==> src/rtl/seg_guard_pkg.sv <==
package seg_guard_pkg;
  localparam int NSEG = 3;

  typedef enum logic [1:0] {
    ACC_RD   = 2'd0,
    ACC_WR   = 2'd1,
    ACC_EX   = 2'd2,
    ACC_NONE = 2'd3
  } acc_kind_e;

  typedef enum logic [2:0] {
    RA_CTRL = 3'd0,
    RA_FLAG = 3'd1,
    RA_BRD1 = 3'd2,
    RA_BRD2 = 3'd3,
    RA_PERM = 3'd4
  } reg_addr_e;

  typedef struct packed {
    logic vsel;
    logic ex;
    logic wr;
    logic rd;
  } seg_perm_t;
endpackage

==> src/rtl/sg_regs.sv <==
module sg_regs
  import seg_guard_pkg::*;
#(
  parameter int          DATA_W = 16,
  parameter logic [7:0]  KEY    = 8'hA5,
  parameter logic [15:0] BRD_RST = 16'h0440
) (
  input  logic                     clk_i,
  input  logic                     rst_ni,
  input  logic                     we_i,
  input  logic [2:0]               addr_i,
  input  logic [DATA_W-1:0]        wdata_i,
  input  logic [NSEG-1:0]          flag_set_i,
  output logic [DATA_W-1:0]        rdata_o,
  output logic                     en_o,
  output logic                     ie_o,
  output logic                     locked_o,
  output logic [DATA_W-1:0]        brd1_o,
  output logic [DATA_W-1:0]        brd2_o,
  output seg_perm_t [NSEG-1:0]     perm_o,
  output logic [NSEG-1:0]          flags_o
);
  localparam int PW = $bits(seg_perm_t);

  logic en_q, lock_q, ie_q, open_q;
  logic [DATA_W-1:0] brd1_q, brd2_q;
  seg_perm_t [NSEG-1:0] perm_q;
  logic [NSEG-1:0] flags_q, flags_d;

  logic key_ok, ctrl_wr, cfg_ok;

  assign key_ok   = wdata_i[DATA_W-1 -: 8] == KEY;
  assign ctrl_wr  = we_i && (addr_i == RA_CTRL);
  assign locked_o = en_q && lock_q;
  assign cfg_ok   = open_q && !locked_o;

  always_ff @(posedge clk_i or negedge rst_ni) begin
    if (!rst_ni) begin
      en_q   <= 1'b0;
      lock_q <= 1'b0;
      ie_q   <= 1'b0;
      open_q <= 1'b0;
    end else if (ctrl_wr && !locked_o) begin
      open_q <= key_ok;
      if (key_ok) begin
        en_q   <= wdata_i[0];
        lock_q <= wdata_i[1];
        ie_q   <= wdata_i[4];
      end
    end
  end

  always_ff @(posedge clk_i or negedge rst_ni) begin
    if (!rst_ni) begin
      brd1_q <= BRD_RST;
      brd2_q <= BRD_RST;
    end else if (we_i && cfg_ok) begin
      if (addr_i == RA_BRD1) brd1_q <= wdata_i;
      if (addr_i == RA_BRD2) brd2_q <= wdata_i;
    end
  end

  for (genvar s = 0; s < NSEG; s++) begin : g_perm
    always_ff @(posedge clk_i or negedge rst_ni) begin
      if (!rst_ni) perm_q[s] <= '{vsel: 1'b0, ex: 1'b1, wr: 1'b1, rd: 1'b1};
      else if (we_i && cfg_ok && addr_i == RA_PERM) perm_q[s] <= wdata_i[PW*s +: PW];
    end
  end

  // set wins over a clear in the same cycle
  always_comb begin
    flags_d = flags_q;
    if (we_i && addr_i == RA_FLAG) flags_d = flags_d & wdata_i[NSEG-1:0];
    flags_d = flags_d | flag_set_i;
  end

  always_ff @(posedge clk_i or negedge rst_ni) begin
    if (!rst_ni) flags_q <= '0;
    else         flags_q <= flags_d;
  end

  always_comb begin
    case (addr_i)
      RA_CTRL: rdata_o = DATA_W'({ie_q, 2'b00, lock_q, en_q});
      RA_FLAG: rdata_o = DATA_W'(flags_q);
      RA_BRD1: rdata_o = brd1_q;
      RA_BRD2: rdata_o = brd2_q;
      RA_PERM: rdata_o = DATA_W'(perm_q);
      default: rdata_o = '0;
    endcase
  end

  assign en_o    = en_q;
  assign ie_o    = ie_q;
  assign brd1_o  = brd1_q;
  assign brd2_o  = brd2_q;
  assign perm_o  = perm_q;
  assign flags_o = flags_q;
endmodule

==> src/rtl/sg_decode.sv <==
module sg_decode
  import seg_guard_pkg::*;
#(
  parameter int                ADDR_W    = 20,
  parameter int                BRD_W     = 16,
  parameter int                GRAN_LOG2 = 4,
  parameter logic [ADDR_W-1:0] REGION_LO = 20'h04400,
  parameter logic [ADDR_W-1:0] REGION_HI = 20'h13FFF
) (
  input  logic [ADDR_W-1:0] addr_i,
  input  logic [BRD_W-1:0]  brd1_i,
  input  logic [BRD_W-1:0]  brd2_i,
  output logic              in_region_o,
  output logic [NSEG-1:0]   seg_hit_o
);
  localparam int FULL_W = BRD_W + GRAN_LOG2;

  logic [ADDR_W-1:0] b1_addr, b2_addr;

  assign b1_addr = ADDR_W'({brd1_i, {GRAN_LOG2{1'b0}}});
  assign b2_addr = ADDR_W'({brd2_i, {GRAN_LOG2{1'b0}}});

  assign in_region_o = (addr_i >= REGION_LO) && (addr_i <= REGION_HI);

  // priority: below border 1, then below border 2, else last segment
  always_comb begin
    seg_hit_o = '0;
    if (addr_i < b1_addr)      seg_hit_o[0] = 1'b1;
    else if (addr_i < b2_addr) seg_hit_o[1] = 1'b1;
    else                       seg_hit_o[NSEG-1] = 1'b1;
  end

  if (FULL_W < ADDR_W) begin : g_narrow_warn
    initial $display("sg_decode: border range narrower than address");
  end
endmodule

==> src/rtl/sg_check.sv <==
module sg_check
  import seg_guard_pkg::*;
(
  input  logic                 clk_i,
  input  logic                 rst_ni,
  input  logic                 valid_i,
  input  logic [1:0]           kind_i,
  input  logic                 in_region_i,
  input  logic [NSEG-1:0]      seg_hit_i,
  input  seg_perm_t [NSEG-1:0] perm_i,
  input  logic                 en_i,
  input  logic                 ie_i,
  input  logic [NSEG-1:0]      flags_i,
  output logic                 wr_qual_o,
  output logic [NSEG-1:0]      flag_set_o,
  output logic                 rst_req_o,
  output logic                 nmi_req_o
);
  logic [NSEG-1:0] allow, hit_viol, vsel;
  logic viol, rst_q;

  for (genvar s = 0; s < NSEG; s++) begin : g_seg
    always_comb begin
      case (kind_i)
        ACC_RD:  allow[s] = perm_i[s].rd;
        ACC_WR:  allow[s] = perm_i[s].wr;
        ACC_EX:  allow[s] = perm_i[s].ex;
        default: allow[s] = 1'b1;
      endcase
    end
    assign hit_viol[s] = seg_hit_i[s] && !allow[s];
    assign vsel[s]     = perm_i[s].vsel;
  end

  assign viol       = en_i && valid_i && in_region_i && |hit_viol;
  assign flag_set_o = viol ? (hit_viol & ~vsel) : '0;
  assign wr_qual_o  = valid_i && (kind_i == ACC_WR) && !viol;

  always_ff @(posedge clk_i or negedge rst_ni) begin
    if (!rst_ni) rst_q <= 1'b0;
    else         rst_q <= viol && |(hit_viol & vsel);
  end

  assign rst_req_o = rst_q;
  assign nmi_req_o = ie_i && |flags_i;
endmodule

==> src/rtl/seg_guard.sv <==
module seg_guard
  import seg_guard_pkg::*;
#(
  parameter int                ADDR_W    = 20,
  parameter int                DATA_W    = 16,
  parameter logic [7:0]        KEY       = 8'hA5,
  parameter logic [ADDR_W-1:0] REGION_LO = 20'h04400,
  parameter logic [ADDR_W-1:0] REGION_HI = 20'h13FFF
) (
  input  logic              clk_i,
  input  logic              rst_ni,
  input  logic              reg_we_i,
  input  logic [2:0]        reg_addr_i,
  input  logic [DATA_W-1:0] reg_wdata_i,
  output logic [DATA_W-1:0] reg_rdata_o,
  input  logic              acc_valid_i,
  input  logic [1:0]        acc_kind_i,
  input  logic [ADDR_W-1:0] acc_addr_i,
  output logic              wr_qual_o,
  output logic              nmi_req_o,
  output logic              rst_req_o
);
  logic en, ie, locked, in_region;
  logic [DATA_W-1:0] brd1, brd2;
  seg_perm_t [NSEG-1:0] perm;
  logic [NSEG-1:0] flags, flag_set, seg_hit;

  sg_regs #(.DATA_W(DATA_W), .KEY(KEY)) i_regs (
    .clk_i, .rst_ni,
    .we_i(reg_we_i), .addr_i(reg_addr_i), .wdata_i(reg_wdata_i),
    .flag_set_i(flag_set), .rdata_o(reg_rdata_o),
    .en_o(en), .ie_o(ie), .locked_o(locked),
    .brd1_o(brd1), .brd2_o(brd2), .perm_o(perm), .flags_o(flags)
  );

  sg_decode #(
    .ADDR_W(ADDR_W), .BRD_W(DATA_W),
    .REGION_LO(REGION_LO), .REGION_HI(REGION_HI)
  ) i_decode (
    .addr_i(acc_addr_i), .brd1_i(brd1), .brd2_i(brd2),
    .in_region_o(in_region), .seg_hit_o(seg_hit)
  );

  sg_check i_check (
    .clk_i, .rst_ni,
    .valid_i(acc_valid_i), .kind_i(acc_kind_i),
    .in_region_i(in_region), .seg_hit_i(seg_hit), .perm_i(perm),
    .en_i(en), .ie_i(ie), .flags_i(flags),
    .wr_qual_o, .flag_set_o(flag_set), .rst_req_o, .nmi_req_o
  );
endmodule

==> config.mk <==
export PLATFORM = sky130hd
export DESIGN_NAME = seg_guard
export DESIGN_NICKNAME = d
export VERILOG_FILES = /design/src/rtl/seg_guard_pkg.sv /design/src/rtl/sg_regs.sv /design/src/rtl/sg_decode.sv /design/src/rtl/sg_check.sv /design/src/rtl/seg_guard.sv
export SDC_FILE = /design/constraint.sdc
export NUM_CORES = 1
export LEC_CHECK = 0
export CAP_MARGIN = 25
export CORE_MARGIN = 5
export CORE_UTILIZATION = 49
export CTS_BUF_LIST = sky130_fd_sc_hd__clkbuf_8
export DETAILED_ROUTE_END_ITERATION = 16
export HOLD_SLACK_MARGIN = 0.02
export PLACE_DENSITY = 0.79
export SLEW_MARGIN = 20
export SYNTH_ARGS = -nofsm -noshare
export SYNTH_HDL_FRONTEND = slang
export SYNTH_SLANG_ARGS = --single-unit
==> constraint.sdc <==
create_clock -name clk_i -period 2.75 [get_ports clk_i]
set_input_delay 0.55 -clock clk_i [delete_from_list [all_inputs] [get_ports clk_i]]
set_output_delay 0.55 -clock clk_i [all_outputs]
set_load 0.03 [all_outputs]
==> results.toml <==
[clock_network]
h-tree-depth = 2
cts_buffers = 5
tritoncts = "built"
clk_pin_slew_worst_paths_ns = 0.10
holdBufCountCts = 0
cts-root-buf = "clkbuf_8"
clk_latency_ns = 0.32
clockBufferDepth = 2
clkSinkCount = 52

[cells_and_area]
multi_input_area_um2 = 1980
area_growth_pct = 37.7
num_antenna_cells = 0
final_core_utilization_pct = 70.4
ff_latch_area_um2 = 1320
fin_nets = 520
layout-drive-gt1-share_pct = 31.4
fill_cells = 512
final_area_um2 = 4520
layout.cells.non_filler = 523

[worst_setup_path]
end_kind = "output port"
crit_fanout = 3
critPathKind = "primary input to output port"
cp.arrival_ns = 2.65
start_kind = "primary input"
worstPathRequired_ns = 2.20

[timing]
slew_violations = 0
period_share_pct = 117
fmax_ghz = 0.312
setup_viol = 1
relSlewSlack_pct = 50.6
skew_ns = 0.00990
rsz0062_at_grt = "yes"
worst_slack_ns = -0.454
hold_violations = 0
tightest_slew_ns = 0.741
period_minus_slack_ns = 3.20

[logic_synthesis]
synthArstFlopShare_pct = 100
synth_seq_cells = 52
syn_avg_cell_area_um2 = 9.47
synth_edf_count = 0
netlist_instances = 347
ys_types = 49
seq_area_frac_synth_pct = 40.1
ys.flop_type = "dfrtp_1"
syn_area_um2 = 3290
synth_warnings = 0
synth_nets = 422

[power]
power_mw = 1.66
power_density_nw_per_um2 = 366
ir_worst_vdd_mv = 0.334
leakagePower_nw = 2.17

[die]
dieArea_um2 = 8440
fp.coreArea_um2 = 6420
io_pins = 64
die_x_um = 91.9
die_y_um = 91.9
initial_core_util_pct = 51.2
placementRows = 29

[place]
port-buffer-count = 59
post-place-cells = 513
dpl_worst_slack_ns = -0.731
gp_congestion = 0.832
detailed_place.area_um2 = 4270
hpwl_mm = 7.20

[global_route]
track_usage_pct = 23.7
grt_pass1_vias = 3166
grt_pass1_wl_mm = 15.8
globalRouteOverflowTotal = 0
grt_max_degree = 33
antenna_found_initial = 0

[route]
via_per_inst = 5.70
drt-initial-drc-count = 145
wl_per_cell_um = 18.4
ant_nets = 0
drc = 0
drt_pass1_iterations = 4
drt-total-wl_mm = 9.60
vias = 2979

[min_path]
hold_class = "primary input to asynchronous set/reset pin"

[status]
violations = "setup timing"
outcome = "finished with violations"

[job]
maxCapViolations = 0
state kept, by name (all words and copies together), names as in the netlist:
signal,count
i_regs.flags_o,3
i_regs.brd1_o,16
i_regs.brd2_o,16
i_regs.perm_o,12
i_regs.lock_q,1
i_regs.ie_o,1
i_regs.open_q,1
i_regs.en_o,1
i_check.rst_req_o,1
cell usage after synthesis (2+ instances only):
| master | count | area share [%] |
|---|---|---|
| nor3_1 | 3 | 0.46 |
| o41ai_1 | 2 | 0.53 |
| nand2_1 | 53 | 6.1 |
| dfrtp_1 | 39 | 30 |
| o22ai_1 | 5 | 0.95 |
| buf_2 | 2 | 0.30 |
| nand4_1 | 3 | 0.57 |
| a21o_1 | 3 | 0.69 |
| nand3_1 | 3 | 0.46 |
| mux2i_1 | 16 | 4.9 |
| or2b_2 | 2 | 0.53 |
| o21ai_0 | 47 | 7.2 |
| mux2_2 | 20 | 6.9 |
| o21a_1 | 2 | 0.46 |
| dfstp_2 | 13 | 10 |
| clkbuf_1 | 11 | 1.3 |
| nand2b_1 | 6 | 1.1 |
| a21oi_1 | 7 | 1.1 |
| o22a_2 | 2 | 0.61 |
| nor2_1 | 11 | 1.3 |
| ha_1 | 30 | 11 |
| a22oi_1 | 5 | 1.1 |
| and2_1 | 2 | 0.38 |
| inv_1 | 34 | 3.9 |
| nor2b_1 | 2 | 0.38 |
stage by stage:
stage                     TNS (ns)  hold slack [ns]
after global routing        -0.555            0.322
after floorplan             -0.166            0.254
after detailed placement     -1.03            0.489
final                       -0.454            0.286
after global placement      -0.945            0.472
after CTS                   -0.453            0.301
timing repair:
| action | CTS | global route |
|---|---|---|
| pin swaps | 13 | 2 |
| endpoints found under the setup margin | 1 | 1 |
| resized for setup | 39 | 0 |
| cloned | 0 | 0 |
| buffers inserted | 2 | 0 |
cells by family after synthesis:
| logic type | count (synthesis) | synth area share [%] |
|---|---|---|
| compound gates | 88 | 17.7 |
| mux | 36 | 11.7 |
| fa+ha+maj | 30 | 11.4 |
| simple gates | 94 | 13.6 |
| flops | 52 | 40.1 |
| buf+inv | 47 | 5.45 |
cells in the final DEF, fill, tap and decap left out, types with 2 or more instances in the layout:
cell type	n
a2111oi_4	2
a21o_1	3
a21oi_1	5
a21oi_2	2
a221oi_2	2
a22oi_1	5
buf_4	60
clkbuf_8	6
clkdlybuf4s50_1	26
dfrtp_1	39
dfstp_2	13
dlygate4sd2_1	15
ha_1	20
ha_2	2
ha_4	8
inv_1	33
mux2_2	20
mux2i_1	15
nand2_1	52
nand2b_1	5
nand3_1	3
nand4_1	3
nor2_1	11
nor2b_1	2
nor3_2	3
o21a_1	2
o21ai_0	44
o21ai_1	3
o22a_2	2
o22ai_1	5
o41ai_1	2
or2b_2	2
path summary, 6_finish.rpt:
| kind | start | slack [ns] | cells past startpoint | to |
|---|---|---|---|---|
| worst max-delay path | acc_addr_i[10] | -0.45 | 9 | wr_qual_o |
| worst min-delay path | rst_ni | 0.29 | 1 | i_regs.brd1_o[3] |
| worst max register to register | i_regs.brd1_o[6] | 0.45 | 9 | i_check.rst_req_o |
| worst min register to register | i_regs.perm_o[7] | 0.51 | 1 | i_regs.flags_o[1] |
| max in group asynchronous | rst_ni | 1.75 | 2 | i_regs.brd2_o[6] |
| min in group clk_i | i_regs.perm_o[7] | 0.51 | 1 | i_regs.flags_o[1] |
power breakdown:
group / total [mW] / switching (mW) / internal (mW)
sequential: 0.781 / 0.00564 / 0.775
clock: 0.570 / 0.272 / 0.298
combinational: 0.304 / 0.159 / 0.145
total: 1.66 / 0.437 / 1.22
worst max-delay path, cell delays in order:
cell and delay, ns:
dlygate4sd2_1 0.28, buf_4 0.16, ha_1 0.30, nand4_1 0.10
o311a_1 0.37, o21ai_2 0.23, mux2i_2 0.12, a2111oi_4 0.34
buf_4 0.21
layout make-up:
class / instances / share of cell area (%)
multi-input cells: 248 / 43.8
flip-flops and latches: 52 / 29.1
repair buffers: 104 / 19.4
well taps: 77 / 2.13
clock inverters: 2 / 0.857
inverters: 34 / 2.82
clock buffers: 6 / 1.83
routing by layer:
metal | global-route usage (%) | up-vias | wire, um
li1 | - | 1421 | -
met1 | 29.3 | 1445 | 3950
met2 | 41.8 | 95 | 4850
met3 | 5.07 | 18 | 595
met4 | 6.68 | 0 | 204
met5 | 0 | - | 0
Note: power is estimated with default switching activity, not from simulation.
